[src/rtl/aud_link_rx_pkg.sv]
package aud_link_rx_pkg;

  // number of payload slots whose contents reach the outputs
  localparam int unsigned CAPT_SLOTS = 4;

  // zero-based indices into the captured slot array
  localparam int unsigned IDX_CMD_ADR = 0;
  localparam int unsigned IDX_CMD_DAT = 1;
  localparam int unsigned IDX_PCM_L   = 2;
  localparam int unsigned IDX_PCM_R   = 3;

  // header flags kept: frame-valid plus one per captured slot
  localparam int unsigned TAG_KEEP = 1 + CAPT_SLOTS;

  typedef struct packed {
    logic wr;
    logic rd;
    logic lv;
    logic rv;
  } stb_t;

endpackage

[src/rtl/aud_link_rx_rst.sv]
module aud_link_rx_rst (
  input  logic clk,
  input  logic arst_n,
  output logic rst_n_o
);

  logic [1:0] stage_q;

  always_ff @(negedge clk or negedge arst_n) begin
    if (!arst_n) stage_q <= 2'b00;
    else         stage_q <= {stage_q[0], 1'b1};
  end

  assign rst_n_o = stage_q[1];

endmodule

[src/rtl/aud_link_rx_framer.sv]
module aud_link_rx_framer #(
  parameter int unsigned FRAME_LEN = 256,
  parameter int unsigned CNT_W     = $clog2(FRAME_LEN)
) (
  input  logic             clk,
  input  logic             rst_n,
  input  logic             sync_in,
  output logic             bit_vld,
  output logic [CNT_W-1:0] bit_idx,
  output logic             frame_done,
  output logic             lock
);

  localparam logic [CNT_W-1:0] LAST_IDX = CNT_W'(FRAME_LEN - 1);

  logic             sync_q, sync_n;
  logic             act_q, act_n;
  logic [CNT_W-1:0] cnt_q, cnt_n;
  logic             lock_q, lock_n;
  logic             rise, at_last;

  assign rise    = sync_in & ~sync_q;
  assign at_last = act_q && (cnt_q == LAST_IDX);

  always_comb begin
    sync_n = sync_in;
    act_n  = act_q;
    cnt_n  = cnt_q;
    lock_n = lock_q;
    if (rise) begin
      // restart alignment; early marker (frame not finished) drops lock
      act_n  = 1'b1;
      cnt_n  = '0;
      lock_n = !(act_q && !at_last);
    end else if (at_last) begin
      // frame complete with no marker: wait for the next one
      act_n  = 1'b0;
      cnt_n  = '0;
      lock_n = 1'b0;
    end else if (act_q) begin
      cnt_n  = cnt_q + 1'b1;
    end
  end

  always_ff @(negedge clk or negedge rst_n) begin
    if (!rst_n) begin
      sync_q <= 1'b1;
      act_q  <= 1'b0;
      cnt_q  <= '0;
      lock_q <= 1'b0;
    end else begin
      sync_q <= sync_n;
      act_q  <= act_n;
      cnt_q  <= cnt_n;
      lock_q <= lock_n;
    end
  end

  assign bit_vld    = act_q;
  assign bit_idx    = cnt_q;
  assign frame_done = at_last;
  assign lock       = lock_q;

endmodule

[src/rtl/aud_link_rx_capture.sv]
module aud_link_rx_capture
  import aud_link_rx_pkg::*;
#(
  parameter int unsigned TAG_W  = 16,
  parameter int unsigned SLOT_W = 20,
  parameter int unsigned CNT_W  = 8
) (
  input  logic                                 clk,
  input  logic                                 rst_n,
  input  logic                                 sdata_in,
  input  logic                                 bit_vld,
  input  logic [CNT_W-1:0]                     bit_idx,
  output logic [TAG_KEEP-1:0]                  tag,
  output logic [CAPT_SLOTS-1:0][SLOT_W-1:0]    slot_data
);

  localparam logic [CNT_W-1:0] TAG_END = CNT_W'(TAG_KEEP);

  logic [TAG_KEEP-1:0] tag_q, tag_n;

  always_comb begin
    tag_n = tag_q;
    if (bit_vld && (bit_idx < TAG_END)) tag_n = {tag_q[TAG_KEEP-2:0], sdata_in};
  end

  always_ff @(negedge clk or negedge rst_n) begin
    if (!rst_n) tag_q <= '0;
    else        tag_q <= tag_n;
  end

  assign tag = tag_q;

  for (genvar s = 0; s < CAPT_SLOTS; s++) begin : g_slot
    localparam logic [CNT_W-1:0] LO = CNT_W'(TAG_W + s * SLOT_W);
    localparam logic [CNT_W-1:0] HI = CNT_W'(TAG_W + (s + 1) * SLOT_W - 1);

    logic [SLOT_W-1:0] sh_q, sh_n;
    logic              in_win;

    assign in_win = bit_vld && (bit_idx >= LO) && (bit_idx <= HI);

    always_comb begin
      sh_n = sh_q;
      if (in_win) sh_n = {sh_q[SLOT_W-2:0], sdata_in};
    end

    always_ff @(negedge clk or negedge rst_n) begin
      if (!rst_n) sh_q <= '0;
      else        sh_q <= sh_n;
    end

    assign slot_data[s] = sh_q;
  end

endmodule

[src/rtl/aud_link_rx_decode.sv]
module aud_link_rx_decode
  import aud_link_rx_pkg::*;
#(
  parameter int unsigned SLOT_W = 20,
  parameter int unsigned ADDR_W = 7,
  parameter int unsigned CMD_DW = 16
) (
  input  logic                              clk,
  input  logic                              rst_n,
  input  logic                              frame_done,
  input  logic [TAG_KEEP-1:0]               tag,
  input  logic [CAPT_SLOTS-1:0][SLOT_W-1:0] slot_data,
  output stb_t                              stb,
  output logic [ADDR_W-1:0]                 reg_addr,
  output logic [CMD_DW-1:0]                 reg_wdata,
  output logic [SLOT_W-1:0]                 pcm_left,
  output logic [SLOT_W-1:0]                 pcm_right
);

  logic              fv, t_adr, t_dat, t_l, t_r;
  logic [SLOT_W-1:0] s_adr, s_dat;
  logic              is_read;

  stb_t              stb_q, stb_n;
  logic [ADDR_W-1:0] addr_q, addr_n;
  logic [CMD_DW-1:0] wd_q, wd_n;
  logic [SLOT_W-1:0] l_q, l_n, r_q, r_n;
  logic              unused_slot_bits;

  assign fv      = tag[TAG_KEEP-1];
  assign t_adr   = tag[TAG_KEEP-2-IDX_CMD_ADR];
  assign t_dat   = tag[TAG_KEEP-2-IDX_CMD_DAT];
  assign t_l     = tag[TAG_KEEP-2-IDX_PCM_L];
  assign t_r     = tag[TAG_KEEP-2-IDX_PCM_R];
  assign s_adr   = slot_data[IDX_CMD_ADR];
  assign s_dat   = slot_data[IDX_CMD_DAT];
  assign is_read = s_adr[SLOT_W-1];

  assign unused_slot_bits = ^{s_adr[SLOT_W-2-ADDR_W:0], s_dat[SLOT_W-1-CMD_DW:0]};

  always_comb begin
    stb_n.wr = frame_done & fv & t_adr & t_dat & ~is_read;
    stb_n.rd = frame_done & fv & t_adr & is_read;
    stb_n.lv = frame_done & fv & t_l;
    stb_n.rv = frame_done & fv & t_r;
    addr_n   = addr_q;
    wd_n     = wd_q;
    l_n      = l_q;
    r_n      = r_q;
    if (stb_n.wr || stb_n.rd) addr_n = s_adr[SLOT_W-2 -: ADDR_W];
    if (stb_n.wr)             wd_n   = s_dat[SLOT_W-1 -: CMD_DW];
    if (stb_n.lv)             l_n    = slot_data[IDX_PCM_L];
    if (stb_n.rv)             r_n    = slot_data[IDX_PCM_R];
  end

  always_ff @(negedge clk or negedge rst_n) begin
    if (!rst_n) begin
      stb_q  <= '0;
      addr_q <= '0;
      wd_q   <= '0;
      l_q    <= '0;
      r_q    <= '0;
    end else begin
      stb_q  <= stb_n;
      addr_q <= addr_n;
      wd_q   <= wd_n;
      l_q    <= l_n;
      r_q    <= r_n;
    end
  end

  assign stb       = stb_q;
  assign reg_addr  = addr_q;
  assign reg_wdata = wd_q;
  assign pcm_left  = l_q;
  assign pcm_right = r_q;

endmodule

[src/rtl/aud_link_rx.sv]
module aud_link_rx
  import aud_link_rx_pkg::*;
#(
  parameter int unsigned TAG_W   = 16,
  parameter int unsigned SLOT_W  = 20,
  parameter int unsigned N_SLOTS = 12,
  parameter int unsigned ADDR_W  = 7,
  parameter int unsigned CMD_DW  = 16
) (
  input  logic              bclk,
  input  logic              rst_n,
  input  logic              sync_in,
  input  logic              sdata_in,
  output logic              lock,
  output logic              reg_wr_stb,
  output logic              reg_rd_stb,
  output logic [ADDR_W-1:0] reg_addr,
  output logic [CMD_DW-1:0] reg_wdata,
  output logic              pcm_left_vld,
  output logic [SLOT_W-1:0] pcm_left,
  output logic              pcm_right_vld,
  output logic [SLOT_W-1:0] pcm_right
);

  localparam int unsigned FRAME_LEN = TAG_W + N_SLOTS * SLOT_W;
  localparam int unsigned CNT_W     = $clog2(FRAME_LEN);

  logic                              core_rst_n;
  logic                              bit_vld;
  logic [CNT_W-1:0]                  bit_idx;
  logic                              frame_done;
  logic [TAG_KEEP-1:0]               tag;
  logic [CAPT_SLOTS-1:0][SLOT_W-1:0] slot_data;
  stb_t                              stb;

  aud_link_rx_rst u_rst (
    .clk     (bclk),
    .arst_n  (rst_n),
    .rst_n_o (core_rst_n)
  );

  aud_link_rx_framer #(
    .FRAME_LEN (FRAME_LEN),
    .CNT_W     (CNT_W)
  ) u_framer (
    .clk        (bclk),
    .rst_n      (core_rst_n),
    .sync_in    (sync_in),
    .bit_vld    (bit_vld),
    .bit_idx    (bit_idx),
    .frame_done (frame_done),
    .lock       (lock)
  );

  aud_link_rx_capture #(
    .TAG_W  (TAG_W),
    .SLOT_W (SLOT_W),
    .CNT_W  (CNT_W)
  ) u_capture (
    .clk       (bclk),
    .rst_n     (core_rst_n),
    .sdata_in  (sdata_in),
    .bit_vld   (bit_vld),
    .bit_idx   (bit_idx),
    .tag       (tag),
    .slot_data (slot_data)
  );

  aud_link_rx_decode #(
    .SLOT_W (SLOT_W),
    .ADDR_W (ADDR_W),
    .CMD_DW (CMD_DW)
  ) u_decode (
    .clk        (bclk),
    .rst_n      (core_rst_n),
    .frame_done (frame_done),
    .tag        (tag),
    .slot_data  (slot_data),
    .stb        (stb),
    .reg_addr   (reg_addr),
    .reg_wdata  (reg_wdata),
    .pcm_left   (pcm_left),
    .pcm_right  (pcm_right)
  );

  assign reg_wr_stb    = stb.wr;
  assign reg_rd_stb    = stb.rd;
  assign pcm_left_vld  = stb.lv;
  assign pcm_right_vld = stb.rv;

endmodule

[config.mk]
export PLATFORM = sky130hd
export DESIGN_NAME = aud_link_rx
export DESIGN_NICKNAME = d
export VERILOG_FILES = /design/src/rtl/aud_link_rx_pkg.sv /design/src/rtl/aud_link_rx_rst.sv /design/src/rtl/aud_link_rx_framer.sv /design/src/rtl/aud_link_rx_capture.sv /design/src/rtl/aud_link_rx_decode.sv /design/src/rtl/aud_link_rx.sv
export SDC_FILE = /design/constraint.sdc
export NUM_CORES = 1
export LEC_CHECK = 0
export BUFFER_PORTS_ARGS = -buffer_cell sky130_fd_sc_hd__buf_2
export CORE_AREA = 2 2 83 145
export CTS_BUF_LIST = sky130_fd_sc_hd__clkbuf_16
export DETAILED_ROUTE_END_ITERATION = 8
export DIE_AREA = 0 0 85 147
export PLACE_DENSITY = 0.78
export SYNTH_ARGS = -nofsm -noshare
export SYNTH_HDL_FRONTEND = slang
export SYNTH_HIERARCHICAL = 1
export SYNTH_SLANG_ARGS = --single-unit
[constraint.sdc]
create_clock -name bclk -period 6.61 [get_ports bclk]
set_input_delay 0.3305 -clock bclk [delete_from_list [all_inputs] [get_ports bclk]]
set_output_delay 0.3305 -clock bclk [all_outputs]
set_load 0.02 [all_outputs]
Yosys cells after proc, flatten, opt, wreduce, memory -nomap -nowiden
Index checks and enable logic that the tools add are counted. W data, S select, Z words.

Register bits after elaboration: 165. Input bits: 4. Word-level logic and storage cells: 61. Output and inout port bits: 68.

Magnitude comparators: 9. Mux-type cells: 6. Reductions and logical operators: 16. $add $sub $neg: 1. Bitwise operators: 10. Eq/ne operators: 1.

Operators with widths (number): $mux W8 (3); $ge A8 B6 Y1 const B (2); $le A8 B6 Y1 const B (2); $le A8 B7 Y1 const B (2); $logic_and A1 B1 Y1 (11); $add A8 B1 Y8 const B (1); $and A1 B1 Y1 (8); $eq A8 B8 Y1 const B (1); $ge A8 B5 Y1 const B (1); $ge A8 B7 Y1 const B (1); $lt A8 B3 Y1 const B (1); $mux W1 (3); $reduce_bool A3 Y1 (1); $logic_not A1 Y1 (2); $not A1 Y1 (2); $reduce_bool A2 Y1 (1); $logic_or A1 B1 Y1 (1).

Longest topological paths before layout
Gate-level depths: netlist of the first run.

Word-level depth: 7. Gate-level depth with buffers: 7. Mapped depth without buffers: 6.

Hierarchy
The synthesis of the first run kept the hierarchy.

By module, submodules not included: aud_link_rx_capture (cells each 191, times used 1, area each 3305.7 um^2, sequential area each 2127.0 um^2); aud_link_rx_decode (cells each 144, times used 1, area each 2524.9 um^2, sequential area each 1676.6 um^2); aud_link_rx_framer (cells each 54, times used 1, area each 545.5 um^2, sequential area each 276.5 um^2); aud_link_rx_rst (cells each 3, times used 1, area each 53.8 um^2, sequential area each 50.0 um^2).

==> results of run 1 <==
==> cells by family after synthesis <==
group / Yosys count
AND/OR/NAND/NOR: 40
adder cells (fa/ha/maj): 1
AO/OA/AOI/OAI: 15
flip-flops: 165
multiplexers: 149
other: 1
buffers and inverters: 18
XOR/XNOR: 3
==> synth_stat cells (2+ instances only) <==
master    number
nand3_2        2
nand2_1        4
mux2_2       119
o22ai_1        2
mux2_4        29
a211o_2        2
or3_1          2
nand3_1        7
buf_6          2
nor2_1         7
nor2b_1        2
xor2_1         3
o21ai_0        3
or3b_1         2
nand3b_1       3
buf_2         11
nand4_1        4
dfrtn_1      164
a21oi_1        3
inv_1          4
==> power groups by stage <==
stage	clock, W	combinational, W	sequential (W)
final	0.000931	0.000148	0.00113
after global routing	0.000999	0.000165	0.00114
after CTS	0.000956	0.000150	0.00113
after detailed placement	0.00000189	0.000148	0.00114
after global placement	0.00000189	0.000140	0.00114
after floorplan	0.00000189	0.000113	0.00114
==> registers in the layout, indices dropped and copies added, names as in the netlist <==
name / cells
u_capture/g_slot.sh_q: 80
u_decode/pcm_left: 20
u_decode/pcm_right: 20
u_decode/reg_wdata: 16
u_framer/bit_idx: 8
u_decode/reg_addr: 7
u_capture/tag: 5
u_decode/stb: 4
u_rst/stage_q: 2
u_framer/bit_vld: 1
u_framer/lock: 1
u_framer/sync_q: 1
==> metal layers <==
layer | track usage, % | vias up | wire length (um) | part of all wire (%)
li1 | - | 1550 | - | -
met1 | 21.1 | 1749 | 4050 | 40
met2 | 30.4 | 63 | 5480 | 54
met3 | 5.17 | 16 | 388 | 3.8
met4 | 6.67 | 0 | 170 | 1.7
met5 | 0 | - | 0 | 0
==> worst paths after layout <==
check	depth (start not counted)	slack [ns]	to	from
max reg2reg	6	3.63	u_decode/reg_wdata[3]	u_framer/bit_idx[2]
max in group asynchronous	1	3.58	u_rst/stage_q[1]	rst_n
min	0	0.30	u_rst/stage_q[1]	u_rst/stage_q[0]
min reg2reg	0	0.30	u_rst/stage_q[1]	u_rst/stage_q[0]
max	1	1.99	pcm_right[17]	u_decode/pcm_right[17]
min in group asynchronous	1	0.32	u_decode/reg_wdata[5]	u_rst/stage_q[1]
==> metrics by stage <==
| step | hold WS [ns] | total power [W] |
|---|---|---|
| 2_1_floorplan | 0.292 | 0.00126 |
| 3_3_place_gp | 0.299 | 0.00128 |
| 3_5_place_dp | 0.298 | 0.00129 |
| 4_1_cts | 0.298 | 0.00223 |
| 5_1_grt | 0.303 | 0.00230 |
| 6_report | 0.297 | 0.00221 |
==> area by class of cell <==
type	count	area, um^2
Sequential cell	165	4130
Clock buffer	17	425
Timing Repair Buffer	72	375
Inverter	3	11.3
Clock inverter	15	140
Tap cell	135	169
Multi-Input combinational cell	209	2190
Fill cell	831	3940
==> impl_metrics.ini, run 1 <==
[run_status]
status = completed

[yosys]
synth.area.top_cells = dfrtn_1 (64%), mux2_2 (21%), mux2_4 (6.8%), buf_2 (0.86%), nand3_1 (0.54%)
postSynthNetCount = 397
syn_area_per_cell_um2 = 16.4
synthXorXnorAreaFrac_pct = 0.409
synth-simple-area-share_pct = 3.91
ys_types = 37
synth_edf_count = 0
synth_top_family_by_area = multiplexers
synthAdderAreaFrac_pct = 0.195
synth_ff_type = dfrtn_1
synth.ff_latch_count = 165
ys_warn_count = 6
synth_compound_area_share_pct = 1.65
netlist_area_um2 = 6430
seq_area_frac_synth_pct = 64.2
synth_top_area_share_pct = 63.8
muxShareOfSynthArea_pct = 27.8
async_reset_ff_share_pct = 100
synth_top_cell_by_area = dfrtn_1
postSynthCellCount = 392

[timing]
grt_setup_unrepaired = no
clock_skew_ns = 0.0497
slew_headroom_pct = 28.9
setup_violations = 0
fin_tns_setup_ns = 0
tightest_slew_ns = 1.07
hold_viol_final = 0
fin_ws_ns = 1.99
slew_viol_final = 0

[setup_path]
crit_arrival_ns = 4.29
critPathMaxStageDelay_ns = 0.42
worstPathCellList = buf_2
cp.required_ns = 6.28
cp_max_fo = 2
worstSetupPathType = register to primary output
cp_top_family = flip-flops
cp-end-kind = primary output
path_buf_inv = 1
crit_slowest_cell = dfrtn_1
startpoint_type = register

[final_layout]
nNetsFinal = 474
layout.cells.non_filler = 616
final_common_cell = dfrtn_1
num_antenna_cells = 0
final_cell_area_um2 = 7440
area_growth_pct = 15.8
finish.utilization_pct = 65.4
layout-drive-gt1-share_pct = 53.4
final_cell_mix = dfrtn_1 (164), mux2_2 (119), buf_2 (71), mux2_4 (29), clkbuf_16 (17)

[floorplan]
die_w_um = 85
io_pins = 72
dieArea_um2 = 12500
die_height_um = 147
initial_utilization_pct = 56.5
coreArea_um2 = 11400
rows = 52

[grt]
grt_overflow = 0
grt_max_degree = 164
grt_usage_pct = 17.8
antenna_found_initial = 0
grt_pass1_wl_mm = 17.6
grt_pass1_vias = 3625

[hold_path]
hp-class = register to register

[placement]
dp_hpwl_mm = 6.49
dp_cells = 585
place_ws_ns = 2.21
io_buffers = 71
place_congestion = 0.699
placed_area_um2 = 6880

[clock_tree]
cts_tree = built
root_buffer = clkbuf_16
h-tree-depth = 4
cts_buffers = 17
path_clk_slew_ns = 0.04
clock-sinks = 165
insertion_delay_ns = 0.44
clk_path_buf_depth = 2
hold_buffers = 0
cts-resized-gates = 0
postCtsSetupBuffers = 0

[pwr]
pwr-share-seq_pct = 51.1
power_leakage_nw = 4.01
pwr-share-clk_pct = 42.2
p_per_area_nw_per_um2 = 296
p_int_w = 0.00171
combinationalPowerShare_pct = 6.7
p_sw_w = 0.000498
irDropWorstVdd_mv = 0.222
swShare_pct = 22.6

[route]
firstDrtPassIters = 4
dr_total_vias = 3378
wl_per_cell_um = 16.4
via_per_inst = 5.48
routed_wl_mm = 10.1
final_antenna_net_count = 0
drt_iter0_drc = 162
drcViolationCount = 0

[job]
cap_violations = 0
No activity file was read; power rests on OpenSTA's default activity.
==> inputs of run 2 (changes only) <==
Clock period 6.61 ns to 4.6 ns, I/O delays scaled along.
==> run 2 against run 1 <==
Compared with the run above:
- sequential share of layout area increased by 0.10 points
- global-route usage is 0.27 points lower
- clock skew down 0.0028 ns
- hold slack better by 0.019 ns
- design area is 0.18% lower
- flip-flop and latch count is the same
- clock power up 37%
- core utilization shrank 0.12 points
- sequential power grew 43%
==> impl_metrics.ini, run 2 (synthesis gave the netlist of run 1 again) <==
[floorplan]
coreArea_um2 = 11400
rows = 52
io_pins = 72
die_height_um = 147
initial_utilization_pct = 56.5
die_w_um = 85
dieArea_um2 = 12500

[grt]
grt_usage_pct = 17.5
antenna_found_initial = 0
grt_max_degree = 93
grt_pass1_vias = 3682
grt_overflow = 0
grt_pass1_wl_mm = 17.5

[setup_path]
crit_cells = 1
cp.required_ns = 4.37
crit_arrival_ns = 3.29
rrSetupSlack_ns = 1.62
r2r_cells = 5
path_buf_inv = 1
worstSetupPathType = register to primary output
r2r_start = u_framer/bit_idx[2]
crit_slowest_cell = dfrtn_1
startpoint_type = register
critPathMaxStageDelay_ns = 0.43
cp-end-kind = primary output
rr_endpoint = u_decode/pcm_left[3]
cp_top_family = flip-flops
worstPathCellList = buf_2
cp_max_fo = 2

[hold_path]
worstHoldStart = u_rst/stage_q[0]
min_delay_path_depth = 0
min_to = u_rst/stage_q[1]
hp-class = register to register

[clock_tree]
cts_tree = built
h-tree-depth = 4
clk_path_buf_depth = 2
postCtsSetupBuffers = 0
clock-sinks = 165
cts_buffers = 17
path_clk_slew_ns = 0.05
root_buffer = clkbuf_16
insertion_delay_ns = 0.43
cts-resized-gates = 0

[route]
dr_total_vias = 3338
firstDrtPassIters = 4
final_antenna_net_count = 0
routed_wl_mm = 10.1
via_per_inst = 5.39
drt_iter0_drc = 84
drcViolationCount = 0
wl_per_cell_um = 16.4

[final_layout]
top_register = u_capture/g_slot.sh_q
finish.utilization_pct = 65.3
final_cell_mix = dfrtn_1 (164), mux2_2 (119), buf_2 (71), mux2_4 (29), clkbuf_16 (17)
num_antenna_cells = 0
layout-drive-gt1-share_pct = 53.3
nNetsFinal = 476
area_growth_pct = 15.6
largest_register_ffs = 80
final_common_cell = dfrtn_1

[pwr]
swShare_pct = 22.8
pwr-share-clk_pct = 41.2
p_int_w = 0.00240
pwr-share-seq_pct = 52.0
combinationalPowerShare_pct = 6.8
power_leakage_nw = 4.00
p_per_area_nw_per_um2 = 419
irDropWorstVdd_mv = 0.395
p_sw_w = 0.000711

[run_status]
status = completed

[placement]
io_buffers = 71
place_congestion = 0.720
place_ws_ns = 1.32
dp_hpwl_mm = 6.74

[timing]
slew_headroom_pct = 26.0
fin_ws_ns = 1.08
grt_setup_unrepaired = no
slew_viol_final = 0
clock_skew_ns = 0.0468
tightest_slew_ns = 1.11
hold_viol_final = 0
setup_violations = 0

[job]
cap_violations = 0
==> run 2: cell types whose count changed in the layout (fill, tap and decap cells not counted), sizes merged <==
cell	previous run	this run
clkinv	6	7
buf	72	73
bufinv	2	1
dlygate4sd3	0	1
clkinvlp	3	4
==> run 2: cell type report <==
| type | instances | area (um^2) |
|---|---|---|
| Sequential cell | 165 | 4130 |
| Multi-Input combinational cell | 209 | 2190 |
| Tap cell | 135 | 169 |
| Clock inverter | 16 | 121 |
| Inverter | 3 | 11.3 |
| Fill cell | 806 | 3960 |
| Clock buffer | 17 | 425 |
| Timing Repair Buffer | 74 | 380 |
==> run 2: timing repair <==
action                                  in CTS  in global routing
hold endpoints to repair                     1                  0
endpoints found under the setup margin       0                  0
hold buffers                                 1                  0
==> run 2: power by group through the flow <==
| stage | logic [W] | registers, W | clock network [W] |
|---|---|---|---|
| after floorplan | 0.000163 | 0.00164 | 0.00000272 |
| after global placement | 0.000201 | 0.00163 | 0.00000272 |
| after detailed placement | 0.000212 | 0.00164 | 0.00000272 |
| after CTS | 0.000214 | 0.00162 | 0.00132 |
| after global routing | 0.000236 | 0.00163 | 0.00138 |
| final | 0.000212 | 0.00162 | 0.00128 |
==> run 2: metrics by stage <==
stage	instance area, um^2	power (W)	TNS, ns	hold WS (ns)	std cells
after CTS	7430	0.00315	0	0.316	619
after global routing	7430	0.00325	0	0.333	619
final	7430	0.00311	0	0.316	619
after global placement	6880	0.00184	0	-0.0184	586
after detailed placement	6880	0.00186	0	-0.0132	586
after floorplan	6430	0.00181	-37.92	0.292	392
==> run 2: worst max-delay path by stage <==
stage,startpoint,to
4_1_cts,u_decode/pcm_right[16],pcm_right[16]
3_5_place_dp,sync_in,u_framer/bit_idx[3]
3_3_place_gp,sync_in,u_framer/bit_idx[3]
5_1_grt,u_decode/pcm_right[0],pcm_right[0]
6_report,u_decode/pcm_right[16],pcm_right[16]
2_1_floorplan,u_rst/stage_q[1],u_capture/g_slot[0].sh_q[0]
==> run 2: routing by layer <==
layer | wire length (um) | global-route usage (%) | vias up
met4 | 153 | 6.67 | 0
met1 | 4040 | 20.5 | 1705
li1 | - | - | 1557
met3 | 323 | 5.11 | 13
met5 | 0 | 0 | -
met2 | 5640 | 30.2 | 63
==> inputs of run 3 (changes only) <==
Clock period 4.6 ns to 3.27 ns, I/O delays scaled along.
==> run 3 against run 2 <==
Compared with the run above:
- design area grew 0.96%
- clock skew grew 0.0032 ns
- via count grew 2.6%
- largest cell class unchanged
- largest power group unchanged
==> impl_metrics.ini, run 3 (synthesis gave the netlist of run 1 again) <==
[final_layout]
area_growth_pct = 16.7
final_cell_mix = dfrtn_1 (164), mux2_2 (119), buf_2 (71), mux2_4 (29), clkbuf_16 (17)
fill_cells = 842
finish.utilization_pct = 65.9
multi_input_area_um2 = 2190
top_register = u_capture/g_slot.sh_q
num_antenna_cells = 0
nNetsFinal = 484
largest_register_ffs = 80
final_cell_area_um2 = 7500
layout-drive-gt1-share_pct = 54.9
layout.area.seq_um2 = 4130
final_common_cell = dfrtn_1

[floorplan]
dieArea_um2 = 12500
rows = 52
coreArea_um2 = 11400
die_w_um = 85
io_pins = 72
initial_utilization_pct = 56.5
die_height_um = 147

[grt]
grt_max_degree = 48
grt_pass1_vias = 3799
grt_usage_pct = 18.6
grt_pass1_wl_mm = 18.4
grt_overflow = 0
antenna_found_initial = 0

[timing]
fin_ws_ns = 0.475
tightest_slew_ns = 0.945
hold_viol_final = 0
grt_setup_unrepaired = no
setup_violations = 0
slew_headroom_pct = 37.0
slew_viol_final = 0
fin_tns_setup_ns = 0
clock_skew_ns = 0.0501

[setup_path]
cp_top_family = flip-flops
cp.required_ns = 3.11
critPathMaxStageDelay_ns = 0.43
crit_slowest_cell = dfrtn_1
path_buf_inv = 1
rrSetupSlack_ns = 0.93
worstPathCellList = buf_2
worstSetupPathType = register to primary output
startpoint_type = register
crit_arrival_ns = 2.63
cp_max_fo = 2
cp-end-kind = primary output

[route]
routed_wl_mm = 10.5
firstDrtPassIters = 4
via_per_inst = 5.46
drt_iter0_drc = 108
wl_per_cell_um = 16.7
dr_total_vias = 3424
final_antenna_net_count = 0
drcViolationCount = 0

[clock_tree]
cts_buffers = 17
insertion_delay_ns = 0.44
h-tree-depth = 4
cts-resized-gates = 0
cts_tree = built
clock-sinks = 165
hold_buffers = 0
postCtsSetupBuffers = 0
root_buffer = clkbuf_16
clk_path_buf_depth = 2
path_clk_slew_ns = 0.05

[pwr]
pwr-share-seq_pct = 52.3
swShare_pct = 23.8
power.total_w = 0.00436
pwr-share-clk_pct = 40.8
p_sw_w = 0.00104
irDropWorstVdd_mv = 0.461
p_int_w = 0.00332
power_leakage_nw = 4.05
combinationalPowerShare_pct = 6.9
p_per_area_nw_per_um2 = 581

[job]
cap_violations = 0

[placement]
place_congestion = 0.728
dp_hpwl_mm = 7.24
io_buffers = 71
placed_area_um2 = 6970
place_ws_ns = 0.708

[hold_path]
hp-class = register to register

[run_status]
status = completed
run 3: changes by cell type in the layout (fill, tap and decap cells not counted), moves of 2 or more:
cell,change
buf_4,+7
clkinv_2,+3
buf_12,+2
clkinv_4,+2
clkinvlp_4,-2
inv_1,-2
inv_6,+2
run 3: final timing paths:
| check | to | start | cells after the start |
|---|---|---|---|
| worst min-delay path | u_rst/stage_q[1] | u_rst/stage_q[0] | 0 |
| worst max-delay path | pcm_right[16] | u_decode/pcm_right[16] | 1 |
| max in group asynchronous | u_decode/reg_addr[2] | u_rst/stage_q[1] | 1 |
| min in group asynchronous | u_decode/reg_wdata[6] | u_rst/stage_q[1] | 0 |
| worst max register to register | u_decode/reg_wdata[1] | u_framer/bit_idx[3] | 8 |
| worst min register to register | u_rst/stage_q[1] | u_rst/stage_q[0] | 0 |
run 3: metal layers:
metal / vias up / wire length [um] / GRT usage, %
met2: 60 / 5950 / 33.0
met1: 1784 / 4030 / 21.1
met3: 13 / 321 / 4.83
met4: 0 / 194 / 7.38
li1: 1567 / - / -
met5: - / 0 / 0
run 3: power by group through the flow:
stage          Combinational, W  Sequential (W)   Clock [W]
5_1_grt                0.000332         0.00230     0.00192
4_1_cts                0.000304         0.00228     0.00183
3_5_place_dp           0.000301         0.00231  0.00000383
6_report               0.000300         0.00228     0.00178
2_1_floorplan          0.000229         0.00231  0.00000383
3_3_place_gp           0.000285         0.00230  0.00000383
run 3: layout make-up:
cell class / count / area share, %
clock buffer: 17 / 5.67
clock inverter: 16 / 1.47
inverter: 3 / 0.150
multi-input combinational: 209 / 29.2
sequential: 165 / 55.1
tap: 135 / 2.25
timing repair buffer: 82 / 6.17
run 3: through the flow:
| stage | hold WS (ns) | cells |
|---|---|---|
| 3_3_place_gp | 0.299 | 595 |
| 4_1_cts | 0.317 | 627 |
| 3_5_place_dp | 0.317 | 595 |
| 5_1_grt | 0.325 | 627 |
| 2_1_floorplan | 0.292 | 392 |
| 6_report | 0.314 | 627 |
